### src/rtl/polar_enc_pkg.sv
package polar_enc_pkg;

  typedef struct packed {
    logic load;
  } encStrobe_t;

  function automatic int bitRev(input int idx, input int width);
    int r;
    r = 0;
    for (int b = 0; b < width; b++) begin
      if (((idx >> b) & 1) != 0) r = r | (1 << (width - 1 - b));
    end
    return r;
  endfunction

endpackage

### src/rtl/polar_enc_ctrl.sv
module polar_enc_ctrl
  import polar_enc_pkg::*;
(
  input  logic       clk,
  input  logic       rstN,
  input  logic       inValid,
  output encStrobe_t strobes,
  output logic       cwValid
);

  always_comb begin
    strobes.load = inValid;
  end

  always_ff @(posedge clk) begin
    if (!rstN) cwValid <= 1'b0;
    else       cwValid <= inValid;
  end

  assert_valid_follow_R4: assert property (@(posedge clk) disable iff (!rstN)
    inValid |=> cwValid);
  assert_valid_drop_R4: assert property (@(posedge clk) disable iff (!rstN)
    !inValid |=> !cwValid);

endmodule

### src/rtl/polar_enc_dp.sv
module polar_enc_dp
  import polar_enc_pkg::*;
#(
  parameter int LOG_N = 3,
  localparam int N = 1 << LOG_N
) (
  input  logic         clk,
  input  logic         rstN,
  input  encStrobe_t   strobes,
  input  logic [N-1:0] uIn,
  input  logic [N-1:0] frozenMask,
  output logic [N-1:0] codeword
);

  logic [N-1:0] masked;
  logic [N-1:0] rail [LOG_N+1];
  logic [N-1:0] cwNext;
  logic [N-1:0] cwReg;

  assign masked = uIn & ~frozenMask;

  // Input rails carry indices in bit-reversed order.
  for (genvar r = 0; r < N; r++) begin : g_inRail
    localparam int SRC = bitRev(r, LOG_N);
    assign rail[0][r] = masked[SRC];
  end

  // XOR butterfly stages, span doubling per stage.
  for (genvar s = 0; s < LOG_N; s++) begin : g_stage
    localparam int SPAN = 1 << s;
    for (genvar j = 0; j < N; j++) begin : g_node
      if ((j & SPAN) == 0) begin : g_upper
        assign rail[s+1][j] = rail[s][j] ^ rail[s][j+SPAN];
      end else begin : g_lower
        assign rail[s+1][j] = rail[s][j];
      end
    end
  end

  // Output rails read back through the same reversal.
  for (genvar j = 0; j < N; j++) begin : g_outRail
    localparam int SRC = bitRev(j, LOG_N);
    assign cwNext[j] = rail[LOG_N][SRC];
  end

  always_ff @(posedge clk) begin
    if (!rstN)             cwReg <= '0;
    else if (strobes.load) cwReg <= cwNext;
  end

  assign codeword = cwReg;

  assert_hold_R5: assert property (@(posedge clk) disable iff (!rstN)
    !strobes.load |=> $stable(codeword));
  assert_top_bit_R6: assert property (@(posedge clk) disable iff (!rstN)
    strobes.load |=> codeword[N-1] == ($past(uIn[N-1]) & ~$past(frozenMask[N-1])));
  assert_parity_R6: assert property (@(posedge clk) disable iff (!rstN)
    strobes.load |=> codeword[0] == ^($past(uIn) & ~$past(frozenMask)));
  assert_all_frozen_R7: assert property (@(posedge clk) disable iff (!rstN)
    (strobes.load && (&frozenMask)) |=> codeword == '0);

endmodule

### src/rtl/polar_bfly_enc.sv
module polar_bfly_enc
  import polar_enc_pkg::*;
#(
  parameter int LOG_N = 3,
  localparam int N = 1 << LOG_N
) (
  input  logic         clk,
  input  logic         rstN,
  input  logic         inValid,
  input  logic [N-1:0] uIn,
  input  logic [N-1:0] frozenMask,
  output logic         cwValid,
  output logic [N-1:0] codeword
);

  encStrobe_t strobes;

  polar_enc_ctrl u_ctrl (
    .clk     (clk),
    .rstN    (rstN),
    .inValid (inValid),
    .strobes (strobes),
    .cwValid (cwValid)
  );

  polar_enc_dp #(.LOG_N(LOG_N)) u_dp (
    .clk        (clk),
    .rstN       (rstN),
    .strobes    (strobes),
    .uIn        (uIn),
    .frozenMask (frozenMask),
    .codeword   (codeword)
  );

  assert_reset_state_R1: assert property (@(posedge clk)
    !rstN |=> (!cwValid && codeword == '0));

endmodule

### config.mk
export PLATFORM = sky130hd
export DESIGN_NAME = polar_bfly_enc
export DESIGN_NICKNAME = d
export VERILOG_FILES = /design/src/rtl/polar_enc_pkg.sv /design/src/rtl/polar_enc_ctrl.sv /design/src/rtl/polar_enc_dp.sv /design/src/rtl/polar_bfly_enc.sv
export SDC_FILE = /design/constraint.sdc
export NUM_CORES = 1
export LEC_CHECK = 0
export BUFFER_PORTS_ARGS = -buffer_cell sky130_fd_sc_hd__buf_2
export CORE_AREA = 2 2 39 41
export DETAILED_ROUTE_END_ITERATION = 16
export DIE_AREA = 0 0 41 43
export PLACE_DENSITY_LB_ADDON = 0.2
export SYNTH_ARGS = -nofsm -noshare
export SYNTH_HDL_FRONTEND = slang
export SYNTH_SLANG_ARGS = --single-unit
### constraint.sdc
create_clock -name clk -period 1.3 [get_ports clk]
set_input_delay 0.195 -clock clk [delete_from_list [all_inputs] [get_ports clk]]
set_output_delay 0.195 -clock clk [all_outputs]
set_load 0.03 [all_outputs]
==> metrics list, run 1 <==
- The signal on the critical path passes through buf_2.
- Via count: 407
- Clock latency on the worst-skew pair: 0.25 ns
- Mean number of vias per cell: 4.42
- Sum of negative setup slack: 0 ns
* Max_slew headroom: 0.807
- Largest net degree at the start of global routing: 16
* Type of the worst setup path: flop to output port
- Pins over their slew limit: 0
- H-tree levels: 1
- Tmin final: 0.981 ns
- In the synthesized netlist, the number of instances is 48.
* Startpoint kind of the worst setup timing path: flop
* Met1 Use GR: 0.168
- Clock tree from TritonCTS: done
* Wire length of the first global-routing pass: 1500 µm
- Total number of nets in the final design: 96
- Delay of the slowest cell on the worst path: 0.33 ns
- Core area: 0.00138 mm²
- Number of resized instances in the post-cts repair step: 0
- Filler cell count in the final layout: 138
- During synthesis, Yosys emitted a total of 0 warnings.
* Count of port buffers added during placement: 27
- Ports placed on the boundary: 28
- On the critical path, the stage with the largest delay is an instance of sky130_fd_sc_hd__dfxtp_1.
- Sequential cell area: 180 µm²
- In this run the horizontal extent of the chip is 41 µm.
- Count of max-cap constraint violations: 0
- Worst path top cell family by delay: flip-flops
* Maximum fanout encountered on the critical timing path: 2
* Share of synthesized area occupied by flip-flops and latches: 0.364
- Worst r2r src: u_dp.codeword[0]$_SDFFE_PN0P_
- Once the clock tree was built, the setup fixing pass inserted 0 buffers.
* Number of cells on the worst hold path: 2
* Antenna viol nets, final: 0
* Unrepaired setup endpoints after global routing: false
- Worst-case reg-to-reg path depth: 2
- Global Route met2 Usage: 0.175
* Buffer depth of the longest clock path: 2
- Avg Cell Area, Syn: 10.3 µm²
* Clk sinks: 9
- For this run, the share of the core covered by cells in the final layout is 0.481.
* Post-synthesis net count: 67
- The cell area that synthesis handed to floorplanning was 495 µm².
- In the final layout, the multi-input gates occupy 304 µm².
- TritonCTS created 3 clock buffers.
- Setup violations remaining at the end of the flow were counted as 0.
* Largest clock skew in the final design: 0 ns
* CP Capture Type: output port
- Floorplan row count: 14
- Leakage power summed over all cells: 0.000361 µW
- In this run the clock root is driven by a sky130_fd_sc_hd__clkbuf_4.
* First-pass iteration count of the detailed router: 3
* Number of register bits inferred by synthesis: 9
- In the final routed layout, each cell accounts on average for 9.98 µm.
- Critical path data arrival time: 0.79 ns
- Last weighted congestion value of the routability-driven placer: 0.680
- Post-synthesis cell type count: 17
- IR Drop Worst-Case VDD: 0.483 mV
- The floorplan step defined a die boundary enclosing 0.00176 mm².
* Least-Margin Pin Slew: 0.287 ns
* Overall overflow remaining after global route: 0
- Worst reg2reg setup slack: 0.68 ns
- Compared with the post-synthesis result, the final layout area differs by 34.3%.
- For this run, the total global-route usage over all layers was measured as 0.126.
- For met3 alone, demand over resource in global routing was 0.0314.
- The number of buffers and inverters on the critical path is 1.
- Hold path start: rstN
* Count of endpoints failing hold in the final timing report: 0
* Violation count after the first detailed-routing iteration: 2
- Outcome: finished, final reports clean
* Via count of the first global-routing pass: 384
* Total of hold buffers inserted after clock tree synthesis: 0
- Antenna violations before repair: 0
- CP Data Required Time: 1.11 ns
* Total wirelength of the detailed-routed design: 918 µm
- Final worst-path cycle share: 0.755
* Initial Util: 0.358
- The worst register-to-register path ends at u_dp.codeword[0]$_SDFFE_PN0P_.
* Worst-case hold path end point: u_dp.codeword[6]$_SDFFE_PN0P_
- DRC errors left: 0
- Achievable Freq: 1020 MHz
- The number of antenna diodes in the final layout is 0.
- After clock tree synthesis, the clock-pin slew on the worst setup and hold paths is 0.06 ns.
- Power spread over the standard cell area amounts to 1120 mW/mm².
- Layout cell share with drive strength beyond 1: 0.447
- Detailed placement ended at an HPWL of 711 µm.
* Worst min-delay path category: primary input to flop
- Floorplan die height: 43 µm
- Most used routing layer in global routing: met2
==> worst max path at each step <==
| stage | from | to | slack, ns | cells after the start |
|---|---|---|---|---|
| floorplan | uIn[6] | u_dp.codeword[4]$_SDFFE_PN0P_ | 0.22 | 5 |
| global placement | uIn[7] | u_dp.codeword[0]$_SDFFE_PN0P_ | 0.04 | 6 |
| finish | u_dp.codeword[4]$_SDFFE_PN0P_ | codeword[4] | 0.32 | 1 |
| CTS | uIn[7] | u_dp.codeword[0]$_SDFFE_PN0P_ | 0.30 | 6 |
| global route | frozenMask[6] | u_dp.codeword[0]$_SDFFE_PN0P_ | 0.22 | 6 |
| detailed placement | uIn[7] | u_dp.codeword[0]$_SDFFE_PN0P_ | 0.04 | 6 |
==> metrics by stage <==
step	power (µW)	std cells	worst slack [ns]	area, µm²	hold WS, ns
6_report	744	92	0.319	666	0.264
3_5_place_dp	542	88	0.0394	639	0.462
4_1_cts	756	92	0.303	666	0.259
3_3_place_gp	540	88	0.0375	639	0.462
5_1_grt	794	92	0.215	666	0.259
2_1_floorplan	480	48	0.217	495	0.449
==> layout by cell type (no fill, tap or decap), drive strengths merged <==
master and instances:
a21oi 1, and2 1, buf 27, clkbuf 4, dfxtp 9, mux2i 2
nand2 5, nand2b 1, nor2b 9, o211a 5, o21ai 1, xnor2 9
xor2 1, xor3 1
==> cells in the mapped netlist, drive strengths merged <==
| cell type | instances | area share |
|---|---|---|
| a21oi | 1 | 0.010 |
| and2 | 1 | 0.013 |
| buf | 1 | 0.0076 |
| clkbuf | 2 | 0.015 |
| dfxtp | 9 | 0.36 |
| mux2i | 2 | 0.040 |
| nand2 | 5 | 0.038 |
| nand2b | 1 | 0.013 |
| nor2b | 9 | 0.15 |
| o211a | 5 | 0.10 |
| o21ai | 1 | 0.010 |
| xnor2 | 9 | 0.17 |
| xor2 | 1 | 0.018 |
| xor3 | 1 | 0.048 |
==> registers in the layout (all words and copies together) (netlist names) <==
| name | count |
|---|---|
| u_ctrl.cwValid | 1 |
| u_dp.codeword | 8 |
==> worst register-to-register path, delay by kind of cell, from the launching register on <==
| kind | cells | cell delay [ns] |
|---|---|---|
| AOI/OAI and AO/OA | 2 | 0.20 |
| DFF | 1 | 0.31 |
==> area by class of cell <==
type | count | area share
repair buffers | 27 | 0.203
flip-flops and latches | 9 | 0.271
well taps | 16 | 0.0301
multi-input cells | 36 | 0.457
clock buffers | 4 | 0.0395
==> per-layer routing <==
| metal | routed length, µm | vias to the layer above |
|---|---|---|
| li1 | - | 211 |
| met1 | 419 | 183 |
| met5 | 0 | - |
| met4 | 0 | 0 |
| met3 | 69 | 0 |
| met2 | 429 | 13 |
==> power breakdown <==
| group | leakage (µW) | switching, µW | internal [µW] |
|---|---|---|---|
| clock | 0.0000150 | 92.3 | 118 |
| sequential | 0.0000746 | 9.80 | 300 |
| combinational | 0.000271 | 120 | 104 |
| total | 0.000361 | 222 | 522 |
==> cell families after synthesis <==
logic type,Yosys count,share of synthesized area
buf+inv,3,0.0227
xor+xnor,11,0.240
mux,2,0.0404
compound gates,7,0.121
flops,9,0.364
simple gates,16,0.212
No activity file was read; power rests on OpenSTA's default activity.
==> run 2, diff against run 1 <==
--- a/config.mk
+++ b/config.mk
@@ -6,9 +6,8 @@
 export NUM_CORES = 1
 export LEC_CHECK = 0
 export BUFFER_PORTS_ARGS = -buffer_cell sky130_fd_sc_hd__buf_2
-export CORE_AREA = 2 2 39 41
+export CORE_UTILIZATION = 37
 export DETAILED_ROUTE_END_ITERATION = 16
-export DIE_AREA = 0 0 41 43
 export PLACE_DENSITY_LB_ADDON = 0.2
 export SYNTH_ARGS = -nofsm -noshare
 export SYNTH_HDL_FRONTEND = slang
==> constraint.sdc (replaced) <==
create_clock -name clk -period 0.9 [get_ports clk]
set_input_delay 0.135 -clock clk [delete_from_list [all_inputs] [get_ports clk]]
set_output_delay 0.135 -clock clk [all_outputs]
set_load 0.03 [all_outputs]
==> run 2 against run 1 <==
  * Routed wire length up 15%
  * Cell count up 4.3%
  * Setup slack worse by 0.31 ns
  * Largest cell class unchanged
  * Clock power increased by 45%
  * Worst hold slack lost 0.069 ns
  * Sequential share of layout area decreased by 3.4 points
  * Count of clock-buffer cells in the layout stayed put
  * Sequential power is 49% higher
  * Global-route usage rose by 5.1 points
  * Critical path type is now primary input to flop
  * Clock skew unchanged
==> metrics list, run 2 (synthesis results as in run 1) <==
- The flow ran to the end, and the final reports show no timing, DRC or antenna violations.
- The wire length per cell after detailed routing is 11.0 µm (+10%).
- The library cell used most frequently in the layout, excluding fill and tap cells, is sky130_fd_sc_hd__buf_2.
* Maximum fanout encountered on the critical timing path: 3 (+1)
- CP Data Required Time: 1.05 ns (-0.06 ns)
- The number of filler instances in the final layout is 98 (-29%).
* P per Cell Area: 1470 mW/mm² (+32%)
* Last weighted congestion value of the routability-driven placer: 0.591 (-13%)
- Largest clock skew in the final design: 0 ns (unchanged)
- Setup crit start: uIn[7]
- Worst path top cell family by delay: XOR/XNOR gates
- For the finished layout, the period the worst path requires is 0.895 ns.
- The die extent in x was 38.6 µm (-5.9%).
- Largest net degree at the start of global routing: 16 (unchanged)
- The clock latency at the later pin of the worst-skew pair was 0.26 ns (about the same).
- Worst-case hold slack: 0.195 ns (-0.0687 ns)
- The via count of the first global-routing pass came to 411 (+7.0%).
- The sum of buffers and inverters on the critical path is 2 (+1).
- Least-Margin Pin Slew: 0.255 ns (-0.0322 ns)
* Cells traversed along the worst timing path: buf_2 -> nor2b_4 -> xnor2_2 -> buf_4 -> xnor2_1 -> nand2_1 -> o211a_1
- First-pass iteration count of the detailed router: 2 (-1)
- Violation count after the first detailed-routing iteration: 4 (+2)
- Clock buffer count from CTS: 3 (unchanged)
* Total die area: 0.00149 mm² (-16%)
* Instance count on the critical path: 7 (+6)
- In the layout the commonest cells are 18 x sky130_fd_sc_hd__buf_2, 8 x sky130_fd_sc_hd__buf_6, 7 x sky130_fd_sc_hd__buf_4, 7 x sky130_fd_sc_hd__dfxtp_2.
* Clk sinks: 9 (unchanged)
- The leakage power is 0.000421 µW (+17%).
* CP max stage cell: sky130_fd_sc_hd__xnor2_2
* Overall overflow remaining after global route: 0 (unchanged)
* Type of the worst setup path: primary input to flop
- The relative max-transition margin came to 0.830 (+0.0229).
* Critical path data arrival time: 1.05 ns (+0.26 ns)
- DRC errors left: 0 (unchanged)
- Core area: 0.00117 mm² (-15%)
* Number of cells on the worst hold path: 2 (unchanged)
* GR Util All Layers: 0.178 (+0.0514)
* Worst min-delay path category: primary input to flop
- Register clock-pin slew on the reported worst setup and hold paths: 0.06 ns (about the same)
* Count of endpoints failing hold in the final timing report: 0 (unchanged)
- Mean number of vias per cell: 4.60 (+4.1%)
- Via count: 442 (+8.6%)
- The number of buffers inserted for hold repair after clock tree synthesis is 0 (unchanged).
- Layout cell share with drive strength beyond 1: 0.622 (+0.175)
* Worst r2r src: u_dp.codeword[0]$_SDFFE_PN0P_
- Area growth from synthesis to layout: 61.4%
- TritonCTS built the clock tree.
* CP Capture Type: flop
- Hold path start: rstN
- Multi-input gate area in the final layout: 334 µm² (+9.9%)
- Half-perimeter wire length after detailed placement: 799 µm (+12%)
* Ports placed on the boundary: 28 (unchanged)
* Delay of the slowest cell on the worst path: 0.23 ns (-0.10 ns)
- IR Drop Worst-Case VDD: 0.928 mV (+92%)
* Total number of nets in the final design: 102 (+6.3%)
* Count of port buffers added during placement: 27 (unchanged)
- The first-pass GRT wire length was 1680 µm (+11%).
* Antenna viol nets, final: 0 (unchanged)
- Count of max-cap constraint violations: 0 (unchanged)
- Final worst-path cycle share: 0.994
- The number of setup violations in the final report came to 0 (unchanged).
* H-tree levels: 1 (unchanged)
* Floorplan row count: 12 (-2)
- The number of inserted diodes is 0 (unchanged).
- Sequential cell area: 189 µm² (+4.9%)
* Flip-flop count of the largest register, all copies and words added: 8 (unchanged)
* Root Buffer Master: sky130_fd_sc_hd__clkbuf_4
- Floorplan die height: 38.6 µm (-10%)
- Final cell area excluding filler cells: 800 µm² (+20%)
* Initial Util: 0.423 (+0.0650)
* Antenna violations before repair: 0 (unchanged)
- Startpoint kind of the worst setup timing path: primary input
- The post-detailed-routing wire length came to 1060 µm (+15%).
- Timing would allow up to 1120 MHz.
- The buffer depth of the longest clock path came to 2 (unchanged).
- Unrepaired setup endpoints after global routing: true
- The cell area reported after detailed placement was 684 µm² (+7.0%).
- Pins over their slew limit: 0 (unchanged)
- Worst-case reg-to-reg path depth: 2 (unchanged)
## run 2: cell count changes in the layout (fill, tap and decap cells not counted)
cell and change:
sky130_fd_sc_hd__buf_6 +8, sky130_fd_sc_hd__buf_4 +7, sky130_fd_sc_hd__buf_2 -9, sky130_fd_sc_hd__xnor2_2 +3, sky130_fd_sc_hd__dfxtp_1 -7, sky130_fd_sc_hd__nor2b_1 -1
sky130_fd_sc_hd__xnor2_1 -3, sky130_fd_sc_hd__nor2b_4 +1, sky130_fd_sc_hd__dfxtp_2 +7
## run 2: worst paths after layout
check,end,slack [ns]
max,u_dp.codeword[1]$_SDFFE_PN0P_,0.005
min,u_dp.codeword[5]$_SDFFE_PN0P_,0.20
max reg2reg,u_dp.codeword[0]$_SDFFE_PN0P_,0.25
min reg2reg,u_dp.codeword[6]$_SDFFE_PN0P_,0.49
## run 2: cell type report
| class | instances | area share |
|---|---|---|
| sequential | 9 | 0.236 |
| multi-input combinational | 36 | 0.418 |
| clock buffer | 4 | 0.0329 |
| tap | 14 | 0.0219 |
| timing repair buffer | 33 | 0.291 |
## run 2: metrics by stage
stage / util / power [µW] / instances / setup WS, ns / TNS (ns)
finish: 0.683 / 1180 / 96 / 0.00497 / 0
global route: 0.683 / 1260 / 96 / -0.0307 / -0.0628
CTS: 0.630 / 1150 / 95 / -0.0184 / -0.0184
detailed placement: 0.584 / 813 / 91 / -0.298 / -1.36
global placement: 0.584 / 806 / 91 / -0.258 / -1.10
floorplan: - / 699 / 48 / -0.104 / -0.231
## run 2: metal layers
| metal | wire length, µm | share of wire | GRT usage | vias to the layer above |
|---|---|---|---|---|
| met5 | 0 | 0 | 0 | - |
| met4 | 0 | 0 | 0.0517 | 0 |
| met3 | 58 | 0.055 | 0.104 | 0 |
| met2 | 569 | 0.54 | 0.308 | 13 |
| met1 | 428 | 0.41 | 0.176 | 204 |
| li1 | - | - | - | 225 |
## run 2: where the power goes
part | leakage (µW) | internal [µW] | switching (µW)
clock | 0.0000150 | 170 | 134
sequential | 0.0000769 | 439 | 22.6
combinational | 0.000329 | 223 | 188
total | 0.000421 | 833 | 345
## run 2: repair_timing
action | in CTS | in global routing
endpoints found under the setup margin | 9 | 11
gates resized for setup | 10 | 18
hold endpoints to repair | 0 | 0
gates cloned | 0 | 0
buffers inserted | 0 | 1
==> run 3, diff against run 2 <==
--- a/config.mk
+++ b/config.mk
@@ -7,8 +7,10 @@
 export LEC_CHECK = 0
 export BUFFER_PORTS_ARGS = -buffer_cell sky130_fd_sc_hd__buf_2
 export CORE_UTILIZATION = 37
+export CTS_CLUSTER_SIZE = 28
 export DETAILED_ROUTE_END_ITERATION = 16
 export PLACE_DENSITY_LB_ADDON = 0.2
+export REMOVE_ABC_BUFFERS = 1
 export SYNTH_ARGS = -nofsm -noshare
 export SYNTH_HDL_FRONTEND = slang
 export SYNTH_SLANG_ARGS = --single-unit
==> run 3 against run 2 <==
  * Largest cell class unchanged
  * Worst hold slack lost 0.0047 ns
  * First-iteration DRC count grew 75%
  * Register-to-register slack gained 0.02 ns
  * Routed wire length shrank 9.3%
  * Clock skew is the same
  * Via count grew 2.3%
  * Count of clock-buffer cells in the layout is the same
  * Largest power group unchanged
  * Clock power shrank 4%
==> metrics list, run 3 (synthesis results as in run 1) <==
- The leakage power was 0.000440 µW (+4.4%).
- Layout cell share with drive strength beyond 1: 0.610 (-0.0122)
* Number of cells on the worst hold path: 2 (unchanged)
- The routed via count divided by cell count was 4.71 (+2.3%).
- Sequential power share: 0.386 (-0.006)
* Delay of the slowest cell on the worst path: 0.21 ns (-0.02 ns)
* Clock tree from TritonCTS: done
- Cells traversed along the worst timing path: buf_2 -> nor2b_1 -> xnor2_2 -> xnor2_2 -> xor2_1 -> a21oi_1
- The share of the cycle needed by the critical path after routing is 0.993 (-0.00102).
- Unrepaired setup endpoints after global routing: true
- Post-CTS Setup Bufs: 0 (unchanged)
- The final period demand of the worst path came to 0.894 ns (-0.000920 ns).
* Buffer depth of the longest clock path: 2 (unchanged)
- Leaving out fill and tap cells, the most frequent cells in the layout are 16 x sky130_fd_sc_hd__buf_2, 10 x sky130_fd_sc_hd__buf_6, 7 x sky130_fd_sc_hd__buf_4.
- The chip height was 38.6 µm (unchanged).
- Root Buffer Master: sky130_fd_sc_hd__clkbuf_4
* CP Capture Type: flop
* Avg WL per Cell: 9.97 µm (-9.3%)
- Final antenna diode count: 0 (unchanged)
- Count of max-cap constraint violations: 0 (unchanged)
- The initial core utilization is 0.423 (unchanged).
* Worst r2r src: u_dp.codeword[2]$_SDFFE_PN0P_
- The via count of the first global-routing pass is 401 (-2.4%).
- Total number of nets in the final design: 102 (unchanged)
- Largest net degree at the start of global routing: 16 (unchanged)
- The worst-case setup slack after placement came to -0.291 ns (+0.00686 ns).
- The largest fanout on the critical path was 2 (-1).
- The part of the power in the clock network is 0.247 (-0.012).
- Sum of negative setup slack: 0 ns (unchanged)
- The library cell used most frequently in the layout, excluding fill and tap cells, is sky130_fd_sc_hd__buf_2.
* Hold path start: rstN
- IR Drop Worst-Case VDD: 1.28 mV (+37%)
- The global router's overall resource usage is 0.143 (-0.0349).
- The cell count of the worst reg-to-reg path was 1 (-1).
* Internal Power: 847 µW (+1.8%)
- Type of the worst setup path: primary input to flop
* Clock latency on the worst-skew pair: 0.25 ns (about the same)
* Worst reg2reg setup slack: 0.27 ns (+0.02 ns)
- The first-pass GRT wire length is 1460 µm (-13%).
- Filler cell count in the final layout: 95 (-3.1%)
* First-pass iteration count of the detailed router: 2 (unchanged)
- Ports placed on the boundary: 28 (unchanged)
- The switching fraction of total power came to 0.287 (-0.00601).
- Power spent charging and discharging nets: 341 µW (-1.1%)
* CP Data Required Time: 1.03 ns (-0.02 ns)
- Total die area: 0.00149 mm² (unchanged)
- Worst-case hold path end point: u_dp.codeword[5]$_SDFFE_PN0P_
- Violation count after the first detailed-routing iteration: 7 (+3)
* Number of setup violations in the final report: 0 (unchanged)
- Total wirelength of the detailed-routed design: 957 µm (-9.3%)
- The number of levels in the clock H-tree was 1 (unchanged).
- The number of CTS-inserted buffers came to 3 (unchanged).
* Least-Margin Pin Slew: 0.242 ns (-0.0134 ns)
* Startpoint kind of the worst setup timing path: primary input
- Count of port buffers added during placement: 27 (unchanged)
- Core area: 0.00117 mm² (unchanged)
* Max_slew headroom: 0.839 (+0.00890)
- The number of flip-flops under the largest register name came to 8 (unchanged).
* Post-layout util: 0.707 (+0.0246)
- The clock tree skew after final layout came to 0 ns (unchanged).
- The number of buffers inserted for hold repair after clock tree synthesis is 0 (unchanged).
* Last weighted congestion value of the routability-driven placer: 0.604 (+2.1%)
- Antenna violations before repair: 0 (unchanged)
- Worst min-delay path category: primary input to flop
- The maximum clock frequency was 1120 MHz (+0.10%).
* Overall overflow remaining after global route: 0 (unchanged)
- The half-perimeter wire length of the detailed placement result was 737 µm (-7.7%).
- The setup slack after layout is 0.00589 ns (+0.000920 ns).
- Dominant cell type by count on the critical path: sky130_fd_sc_hd__xnor2_2
- Worst R2R End: u_dp.codeword[2]$_SDFFE_PN0P_
* Floorplan row count: 12 (unchanged)
* Clk sinks: 9 (unchanged)
* Horizontal extent of the die: 38.6 µm (unchanged)
- The number of endpoints with negative hold slack in the final report was 0 (unchanged).
- From synthesis to final layout, the design area changed by 67.2%.
* Via count: 452 (+2.3%)
- Critical path data arrival time: 1.03 ns (-0.02 ns)
* CP max stage cell: sky130_fd_sc_hd__nor2b_1
* Outcome: finished, final reports clean
- The combinational group share of total power came to 0.367 (+0.018).
- The total power divided by cell area was 1430 mW/mm² (-2.6%).
- The number of pins exceeding their max-slew limit in the final report is 0 (unchanged).
- Register clock-pin slew on the reported worst setup and hold paths: 0.06 ns (about the same)
- The detailed-route DRC error count was 0 (unchanged).
- The worst hold margin was 0.191 ns (-0.00468 ns).
- Antenna viol nets, final: 0 (unchanged)
==> run 3: area by class of cell <==
cell class / count / area [µm²] / area share
Multi-Input combinational cell: 36 / 354 / 0.427
Timing Repair Buffer: 33 / 245 / 0.296
Sequential cell: 9 / 185 / 0.224
Clock buffer: 4 / 26.3 / 0.0317
Tap cell: 14 / 17.5 / 0.0211
==> run 3: how the worst max path moves through the flow <==
stage | start | endpoint
2_1_floorplan | uIn[6] | u_dp.codeword[4]$_SDFFE_PN0P_
3_3_place_gp | frozenMask[6] | u_dp.codeword[4]$_SDFFE_PN0P_
3_5_place_dp | frozenMask[6] | u_dp.codeword[4]$_SDFFE_PN0P_
4_1_cts | frozenMask[4] | u_dp.codeword[0]$_SDFFE_PN0P_
5_1_grt | frozenMask[2] | u_dp.codeword[0]$_SDFFE_PN0P_
6_report | frozenMask[2] | u_dp.codeword[0]$_SDFFE_PN0P_
==> run 3: repair_timing <==
| item | CTS | global route |
|---|---|---|
| endpoints found under the setup margin | 9 | 12 |
| pin swaps | 0 | 3 |
| resized for setup | 9 | 23 |
==> run 3: layer usage <==
layer,wire (µm),track usage
met3,62,0.0867
met2,530,0.254
met1,365,0.152
met4,0,0
met5,0,0
==> run 3: worst max-delay path: cells and delay by family <==
kind	cells	cell delay, ns
buf+inv	1	0.10
simple gates	1	0.21
compound gates	1	0.08
xor+xnor	3	0.50
==> run 3: power by group through the flow <==
stage                     sequential, µW  combinational [µW]  clock (µW)
final                                459                 436         294
after global routing                 463                 470         330
after CTS                            450                 374         309
after detailed placement             456                 355           0
after global placement               456                 350           0
after floorplan                      526                 156           0
==> run 3: metrics by stage <==
stage                     cells  total power (µW)  instance area, µm²
after CTS                    96              1130                 731
after global routing         96              1260                 828
after global placement       92               806                 682
final                        96              1190                 828
after floorplan              45               681                 484
after detailed placement     92               811                 682
